### src/rtl/pot_pkg.sv
`timescale 1ns/1ps
package pot_pkg;
    localparam int NPOT  = 4;
    localparam int NREG  = 4;
    localparam int DW    = 8;
    localparam int POSW  = 6;
    localparam logic [POSW-1:0] POS_MAX = '1;

    typedef enum logic [3:0] {
        OP_NOP    = 4'b0000,
        OP_G_D2W  = 4'b0001,
        OP_STEP   = 4'b0010,
        OP_G_W2D  = 4'b1000,
        OP_RD_WIP = 4'b1001,
        OP_WR_WIP = 4'b1010,
        OP_RD_DAT = 4'b1011,
        OP_WR_DAT = 4'b1100,
        OP_D2W    = 4'b1101,
        OP_W2D    = 4'b1110
    } opcode_e;

    typedef struct packed {
        opcode_e    op;
        logic [1:0] pot;
        logic [1:0] sel;
    } cmd_t;

    typedef enum logic [1:0] {
        PEND_NONE,
        PEND_WIP,
        PEND_DAT,
        PEND_STEP
    } pend_e;

    typedef enum logic [1:0] {
        WOP_HOLD,
        WOP_LOAD,
        WOP_UP,
        WOP_DOWN
    } wop_e;

    typedef struct packed {
        wop_e          wop;
        logic [DW-1:0] wval;
        logic          dwe;
        logic [1:0]    dsel;
        logic [DW-1:0] dval;
    } pot_ctl_t;

    function automatic logic [DW-1:0] factory_value(int p, int r);
        int v;
        v = (p * 16 + r * 5 + 3) % 64;
        return DW'(v);
    endfunction

    function automatic logic [NREG-1:0][DW-1:0] factory_bank(int p);
        logic [NREG-1:0][DW-1:0] b;
        for (int r = 0; r < NREG; r++) b[r] = factory_value(p, r);
        return b;
    endfunction

    function automatic cmd_t decode_cmd(logic [7:0] b);
        cmd_t c;
        c.pot = b[3:2];
        c.sel = b[1:0];
        case (b[7:4])
            4'b0001, 4'b0010, 4'b1000, 4'b1001, 4'b1010,
            4'b1011, 4'b1100, 4'b1101, 4'b1110: c.op = opcode_e'(b[7:4]);
            default:                            c.op = OP_NOP;
        endcase
        return c;
    endfunction
endpackage

### src/rtl/pot_busy_timer.sv
`timescale 1ns/1ps
module pot_busy_timer #(
    parameter int CYCLES = 2000
) (
    input  logic clk,
    input  logic rst,
    input  logic start,
    output logic busy
);
    localparam int CW = $clog2(CYCLES + 1);
    logic [CW-1:0] cnt;

    always_ff @(posedge clk) begin
        if (rst)             cnt <= '0;
        else if (start)      cnt <= CW'(CYCLES);
        else if (cnt != '0)  cnt <= cnt - 1'b1;
    end

    assign busy = (cnt != '0);
endmodule

### src/rtl/pot_slice.sv
`timescale 1ns/1ps
module pot_slice
    import pot_pkg::*;
#(
    parameter int POT_IDX = 0
) (
    input  logic                    clk,
    input  logic                    rst,
    input  pot_ctl_t                ctl,
    output logic [DW-1:0]           wiper,
    output logic [NREG-1:0][DW-1:0] dregs
);
    logic [NREG-1:0][DW-1:0] bank = factory_bank(POT_IDX);
    logic [POSW-1:0]         pos;

    assign pos   = wiper[POSW-1:0];
    assign dregs = bank;

    always_ff @(posedge clk) begin
        if (ctl.dwe) bank[ctl.dsel] <= ctl.dval;
    end

    always_ff @(posedge clk) begin
        if (rst) begin
            wiper <= bank[0];
        end else begin
            case (ctl.wop)
                WOP_LOAD: wiper <= ctl.wval;
                WOP_UP:   if (pos != POS_MAX) wiper[POSW-1:0] <= pos + 1'b1;
                WOP_DOWN: if (pos != '0)      wiper[POSW-1:0] <= pos - 1'b1;
                default:  ;
            endcase
        end
    end
endmodule

### src/rtl/pot_ctl_gen.sv
`timescale 1ns/1ps
module pot_ctl_gen
    import pot_pkg::*;
(
    input  logic                              accept,
    input  cmd_t                              cmd,
    input  logic                              wr_valid,
    input  logic [DW-1:0]                     wr_data,
    input  logic                              step_valid,
    input  logic                              step_up,
    input  pend_e                             pend_op,
    input  logic [1:0]                        pend_pot,
    input  logic [1:0]                        pend_sel,
    input  logic [NPOT-1:0][DW-1:0]           wip_all,
    input  logic [NPOT-1:0][NREG-1:0][DW-1:0] dat_all,
    output pot_ctl_t [NPOT-1:0]               ctl,
    output logic                              busy_start
);
    always_comb begin
        for (int p = 0; p < NPOT; p++) begin
            ctl[p].wop  = WOP_HOLD;
            ctl[p].wval = '0;
            ctl[p].dwe  = 1'b0;
            ctl[p].dsel = '0;
            ctl[p].dval = '0;
            if (accept) begin
                case (cmd.op)
                    OP_D2W, OP_G_D2W: begin
                        if (cmd.op == OP_G_D2W || cmd.pot == 2'(p)) begin
                            ctl[p].wop  = WOP_LOAD;
                            ctl[p].wval = dat_all[p][cmd.sel];
                        end
                    end
                    OP_W2D, OP_G_W2D: begin
                        if (cmd.op == OP_G_W2D || cmd.pot == 2'(p)) begin
                            ctl[p].dwe  = 1'b1;
                            ctl[p].dsel = cmd.sel;
                            ctl[p].dval = wip_all[p];
                        end
                    end
                    default: ;
                endcase
            end else if (wr_valid && pend_pot == 2'(p)) begin
                if (pend_op == PEND_WIP) begin
                    ctl[p].wop  = WOP_LOAD;
                    ctl[p].wval = wr_data;
                end else if (pend_op == PEND_DAT) begin
                    ctl[p].dwe  = 1'b1;
                    ctl[p].dsel = pend_sel;
                    ctl[p].dval = wr_data;
                end
            end else if (step_valid && pend_op == PEND_STEP && pend_pot == 2'(p)) begin
                ctl[p].wop = step_up ? WOP_UP : WOP_DOWN;
            end
        end
        busy_start = (accept && (cmd.op == OP_W2D || cmd.op == OP_G_W2D)) ||
                     (!accept && wr_valid && pend_op == PEND_DAT);
    end
endmodule

### src/rtl/pot_cmd_engine.sv
`timescale 1ns/1ps
module pot_cmd_engine
    import pot_pkg::*;
#(
    parameter int BUSY_CYCLES = 2000
) (
    input  logic         clk,
    input  logic         rst,
    input  logic         cmd_valid,
    input  logic [7:0]   cmd_byte,
    input  logic         wr_valid,
    input  logic [7:0]   wr_data,
    input  logic         step_valid,
    input  logic         step_up,
    output logic         cmd_ack,
    output logic         busy,
    output logic         rd_valid,
    output logic [7:0]   rd_data,
    output logic [31:0]  wipers
);
    cmd_t                              cmd;
    logic                              accept, wr_ok, step_ok, busy_start;
    pend_e                             pend_op;
    logic [1:0]                        pend_pot, pend_sel;
    pot_ctl_t [NPOT-1:0]               ctl;
    logic [NPOT-1:0][DW-1:0]           wip_all;
    logic [NPOT-1:0][NREG-1:0][DW-1:0] dat_all;

    assign cmd     = decode_cmd(cmd_byte);
    assign accept  = cmd_valid && !busy && !rst;
    assign wr_ok   = wr_valid && !rst;
    assign step_ok = step_valid && !rst;

    pot_busy_timer #(.CYCLES(BUSY_CYCLES)) u_timer (
        .clk   (clk),
        .rst   (rst),
        .start (busy_start),
        .busy  (busy)
    );

    pot_ctl_gen u_ctl (
        .accept     (accept),
        .cmd        (cmd),
        .wr_valid   (wr_ok),
        .wr_data    (wr_data),
        .step_valid (step_ok),
        .step_up    (step_up),
        .pend_op    (pend_op),
        .pend_pot   (pend_pot),
        .pend_sel   (pend_sel),
        .wip_all    (wip_all),
        .dat_all    (dat_all),
        .ctl        (ctl),
        .busy_start (busy_start)
    );

    for (genvar p = 0; p < NPOT; p++) begin : g_pot
        pot_slice #(.POT_IDX(p)) u_slice (
            .clk   (clk),
            .rst   (rst),
            .ctl   (ctl[p]),
            .wiper (wip_all[p]),
            .dregs (dat_all[p])
        );
        assign wipers[DW*p +: DW] = wip_all[p];
    end

    always_ff @(posedge clk) begin
        if (rst) begin
            pend_op  <= PEND_NONE;
            pend_pot <= '0;
            pend_sel <= '0;
        end else if (accept) begin
            pend_pot <= cmd.pot;
            pend_sel <= cmd.sel;
            case (cmd.op)
                OP_WR_WIP: pend_op <= PEND_WIP;
                OP_WR_DAT: pend_op <= PEND_DAT;
                OP_STEP:   pend_op <= PEND_STEP;
                default:   pend_op <= PEND_NONE;
            endcase
        end else if (wr_ok && (pend_op == PEND_WIP || pend_op == PEND_DAT)) begin
            pend_op <= PEND_NONE;
        end
    end

    always_ff @(posedge clk) begin
        if (rst) begin
            cmd_ack  <= 1'b0;
            rd_valid <= 1'b0;
            rd_data  <= '0;
        end else begin
            cmd_ack  <= accept;
            rd_valid <= accept && (cmd.op == OP_RD_WIP || cmd.op == OP_RD_DAT);
            if (accept && cmd.op == OP_RD_WIP)      rd_data <= wip_all[cmd.pot];
            else if (accept && cmd.op == OP_RD_DAT) rd_data <= dat_all[cmd.pot][cmd.sel];
        end
    end
endmodule

### config.mk
export PLATFORM = sky130hd
export DESIGN_NAME = pot_cmd_engine
export DESIGN_NICKNAME = d
export VERILOG_FILES = /design/src/rtl/pot_pkg.sv /design/src/rtl/pot_busy_timer.sv /design/src/rtl/pot_slice.sv /design/src/rtl/pot_ctl_gen.sv /design/src/rtl/pot_cmd_engine.sv
export SDC_FILE = /design/constraint.sdc
export NUM_CORES = 1
export LEC_CHECK = 0
export ABC_CLOCK_PERIOD_IN_PS = 4610
export BUFFER_PORTS_ARGS = -buffer_cell sky130_fd_sc_hd__buf_2
export CAP_MARGIN = 40
export CORE_MARGIN = 5
export CORE_UTILIZATION = 45
export DETAILED_ROUTE_END_ITERATION = 8
export PLACE_DENSITY_LB_ADDON = 0.05
export SLEW_MARGIN = 10
export SYNTH_ARGS = -nofsm -noshare
export SYNTH_HDL_FRONTEND = slang
export SYNTH_HIERARCHICAL = 1
export SYNTH_SLANG_ARGS = --single-unit
### constraint.sdc
create_clock -name clk -period 4.61 [get_ports clk]
set_input_delay 0.461 -clock clk [delete_from_list [all_inputs] [get_ports clk]]
set_output_delay 0.461 -clock clk [all_outputs]
set_load 0.01 [all_outputs]
* After elaboration in Yosys (flattened, before gate mapping)
Index checks and enable logic that the tools add are counted.
** Storage, ports and cells
- Input bits :: 22
- Flip-flop bits (word level) :: 187
- Word-level logic and storage cells :: 257
** Operators by class
- Reductions and logical operators :: 65
- Add/sub/neg operators :: 9
- Magnitude comparators :: 10
- Multiplexer cells :: 90
- Equal/unequal tests :: 51
** Operator list (number)
- $mux W11 :: 12
- $bwmux W32 :: 4
- $mux W8 :: 16
- $bmux W8 S2 :: 6
- $mux W21 :: 4
- $mux W9 :: 9
- $mux W19 :: 4
- $pmux W6 S3 :: 4
- $bmux W32 S2 :: 1
- $demux W8 S2 :: 4
- $eq A4 B4 Y1 const B :: 14
- $mux W6 :: 8
- $mux W32 :: 1
- $eq A2 B2 Y1 const B :: 14
- $mux W2 :: 14
- $add A6 B1 Y6 const B :: 4
- $logic_and A1 B1 Y1 :: 24
- $ne A3 B2 Y1 const B :: 8
- $ne A6 B6 Y1 const B :: 4
- $reduce_bool A6 Y1 :: 4
- $sub A6 B1 Y6 const B :: 4
- $lt A2 B3 Y1 const B :: 6
- $reduce_bool A4 Y1 :: 4
- $eq A2 B1 Y1 const B :: 7
- 15 further kinds :: 45

* Logic depth before layout (Yosys ltp)
- Depth after elaboration :: 13
- Depth in mapped cells :: 17

* Modules after synthesis
The synthesis kept the hierarchy.
** Modules (own cells, without submodules)
- pot_slice at g_pot[0].u_slice ... :: cells an instance 107, times used 3, area each 1681.6 um^2, sequential area each 1201.2 um^2
- pot_ctl_gen :: cells an instance 221, times used 1, area each 2016.9 um^2, sequential area each 0.0 um^2
- pot_cmd_engine :: cells an instance 162, times used 1, area each 1895.6 um^2, sequential area each 320.3 um^2
- pot_slice at g_pot[3].u_slice :: cells an instance 103, times used 1, area each 1587.8 um^2, sequential area each 1201.2 um^2
- pot_busy_timer :: cells an instance 71, times used 1, area each 614.3 um^2, sequential area each 220.2 um^2

* Least setup slack after synthesis
OpenSTA, ideal clock, no wires.
- Kind :: reg-to-reg
- From :: reg u_timer.cnt[7]
- To :: reg g_pot[3].u_slice.wiper[4] (data pin)
- Stages on the path, launching flop included :: 15
- Path slack :: 0.277 ns
- Arrival time :: 4.076 ns
- Clock period less this slack :: 4.333 ns
- Buffers on the path :: 1
- Setup time :: 0.257 ns
- Cell sequence :: dfxtp_1 nor4_1 nand3_1 nor3b_1 and3b_1 clkbuf_1 o211ai_1 o311ai_0 nand2_1 xnor2_1 ha_1 or4_1 mux2i_1 mux2i_1 nand2_1
** RTL lines
- from (decl) :: RTL line pot_busy_timer.sv:11 : logic [CW-1:0] cnt;
- from (signal assigned) :: RTL line pot_busy_timer.sv:15 : else if (start) cnt <= CW'(CYCLES);
- from (signal assigned) :: RTL line pot_busy_timer.sv:16 : else if (cnt != '0) cnt <= cnt - 1'b1;
- to (signal assigned) :: RTL line pot_slice.sv:25 : wiper <= bank[0];
- to (signal assigned) :: RTL line pot_slice.sv:28 : WOP_LOAD: wiper <= ctl.wval;
- to (signal, indexed assignment) :: RTL line pot_slice.sv:29 : WOP_UP: if (pos != POS_MAX) wiper[POSW-1:0] <= pos + 1'b1;
- to (decl) :: RTL line pot_slice.sv:10 : output logic [DW-1:0] wiper,

==> flow_summary.ini <==
[die]
io_pins = 65
die_h_um = 167
dieWidth_um = 167
row_count = 57
start_util_pct = 45.8
coreArea_sq_um = 24400
die_area_sq_um = 28000

[critical_path]
cp_slowest_cell = o311ai_0
critPathBufInv = 3
crit_chain = inv_1 -> ha_1 -> nor3b_2 -> nand3_1 -> nor3b_1 -> buf_4 -> nor4bb_1 -> nand2_1 -> o311ai_0 -> buf_4 -> nand2_1 -> xnor2_1 -> ha_1 -> or4_1 -> mux2i_1 -> mux2i_1 -> nand2_1
reg2reg_from = u_timer/cnt[0]
crit_family = simple AND/OR/NAND/NOR gates
cp_max_fo = 8
ff2ff_setup_slack_ns = 0.39
startpoint_type = flip-flop
slowest_delay_ns = 0.50
reg2reg_to = g_pot[3].u_slice/wiper[4]
cp.required_ns = 4.80
arrival_ns = 4.41
worstRegToRegCells = 17
critical_path_class = reg2reg
cp-end-kind = flip-flop
cp_common_cell = nand2_1

[global_route]
grt_max_degree = 55
grt_use_total_pct = 26.4
use_met3_pct = 7.73
grt_busiest_layer = met2
use_met2_pct = 39.6
grt.overflow.total = 0
use_met1_pct = 37.1
grt_pass1_wl_um = 54800
antenna_found_initial = 0
grt_pass1_vias = 8273

[placed_design]
dp_hpwl_um = 28100
placed_cell_area_sq_um = 11700
numPortBuffers = 64
place.gp.congestion = 0.936
place_inst = 1235

[yosys]
syn_area_per_cell_sq_um = 12.7
syn_area_sq_um = 11200
ys_warn_count = 6
synth_seq_area_share_pct = 47.9
ys_types = 70
synthFlopType = edfxtp_1
ys_async_sr_fraction_pct = 0
yosys.area.top_type = edfxtp_1
synth_nets = 905
synth_edf_count = 160
netlist_top_cells_area = edfxtp_1 (43%), mux4_2 (13%), dfxtp_1 (4.8%)
synth_top_area_share_pct = 43.1
ys_ff_latch = 187
syn_inst = 878

[min_path]
min_from = cmd_valid
holdPathStages = 2
whs_endpoint = cmd_ack
min_path_type = in2reg

[timing]
worst_pin_slew_ns = 1.02
period_share_pct = 91.5
fin_skew_ns = 0.00968
hold_viol = 0
rsz0062_at_grt = false
setup_viol = 0
fmax_mhz = 237
fin_crit_ns = 4.22
slew_headroom_pct = 31.5
whs_ns = 0.316
tns_ns = 0
slew_violations = 0

[cts]
cts_tree = built
postCtsSetupBuffers = 0
numCtsBuffers = 17
cts.sinks = 187
cts_buffer_depth = 2
clockRootBuffer = clkbuf_16
ctsHtreeMaxLevel = 4
clkLatencyLatePin_ns = 0.44
clkTransAtPathRegs_ns = 0.08

[detailed_routing]
drcViolationCount = 0
ant_nets = 0
vias = 8637
wirelength_um = 37600
via_per_inst = 6.82
drt_iter0_drc = 1450
dr.pass1.iters = 5
wl_per_cell_um = 29.7

[status]
outcome = complete, no violations

[cells_and_area]
drive_above_1_share_pct = 24.8
area_growth_pct = 10.6
fill_cells = 2161
final_common_cell = edfxtp_1
fin_area_sq_um = 12300
final_cell_mix = edfxtp_1 (160), mux4_2 (66), buf_2 (64)
nNetsFinal = 957
diodes = 0
stdcell_count = 1267

[power_and_ir_drop]
ir_drop_mv = 0.240
cellPowerDensity_nw_per_um2 = 342
cellLeakagePower_uw = 0.00454

[flow_run]
cap_viol_max_count = 0
what timing repair did:
item	in CTS	in global routing
resized for setup	0	1
hold buffers	0	0
endpoints found under the setup margin	0	1
logic make-up (layout without fill, tap and decap cells):
logic type | Yosys count | count (layout) | synth area share, %
buffers and inverters | 112 | 177 | 5.49
flip-flops | 187 | 187 | 47.9
adder cells (fa/ha/maj) | 5 | 5 | 0.561
AO/OA/AOI/OAI | 210 | 210 | 15.3
AND/OR/NAND/NOR | 258 | 258 | 12.9
XOR/XNOR | 6 | 6 | 0.538
multiplexers | 100 | 100 | 17.3
state kept, by name, indices dropped and copies added (netlist names):
register             flops
cmd_ack                  1
pend_sel                 2
g_pot.u_slice/wiper     32
pend_pot                 2
rd_valid                 1
rd_data                  8
g_pot.u_slice/dregs    128
u_timer/cnt             11
pend_op                  2
layer usage:
metal	part of all wire, %	wire length [um]	vias to the layer above
li1	-	-	3616
met1	40	15100	4306
met2	44	16700	629
met3	12	4460	86
met4	3.5	1330	0
met5	0	0	-
cells in the mapped netlist, types with 9 or more instances:
library cell and instances:
a21oi_1 21, a221o_1 14, a22o_1 32, a22oi_1 24, and3_1 10, buf_1 18, buf_2 10, buf_6 12
clkbuf_1 15, dfxtp_1 27, edfxtp_1 160, inv_1 47, mux2i_1 20, mux4_2 66, nand2_1 61, nand2b_1 13
nand3_1 13, nor2_1 47, nor2b_1 19, nor3_1 15, nor3b_1 20, o21ai_0 17, o2bb2ai_1 32, or2_2 9
power by group:
group	switching [uW]	total, uW	internal [uW]
clock network	761	1560	799
registers	118	2000	1890
logic	403	664	261
cell type report:
cell class / instances / area (sq um) / area share [%]
Tap cell: 324 / 405 / 3.28
Timing Repair Buffer: 98 / 576 / 4.66
Clock inverter: 15 / 211 / 1.71
Multi-Input combinational cell: 579 / 5210 / 42.2
Clock buffer: 17 / 425 / 3.45
Inverter: 47 / 176 / 1.43
Sequential cell: 187 / 5350 / 43.3
through the flow:
step	total power, uW	utilization, %	setup WS (ns)
3_5_place_dp	2690	48.0	0.404
5_1_grt	4390	50.6	0.0769
4_1_cts	4230	50.6	0.372
6_report	4230	50.6	0.391
3_3_place_gp	2660	47.9	0.633
2_1_floorplan	2490	-	0.277
how the worst max path moves through the flow:
stage | start | to | slack, ns | cells after the start
6_report | u_timer/cnt[0] | g_pot[3].u_slice/wiper[4] | 0.39 | 17
5_1_grt | u_timer/cnt[0] | g_pot[3].u_slice/wiper[4] | 0.08 | 17
4_1_cts | u_timer/cnt[0] | g_pot[1].u_slice/wiper[2] | 0.37 | 17
3_5_place_dp | u_timer/cnt[0] | g_pot[1].u_slice/wiper[2] | 0.40 | 17
3_3_place_gp | u_timer/cnt[0] | g_pot[2].u_slice/wiper[2] | 0.63 | 18
2_1_floorplan | u_timer/cnt[7] | g_pot[3].u_slice/wiper[4] | 0.28 | 14
No activity file was read; power rests on OpenSTA's default activity.
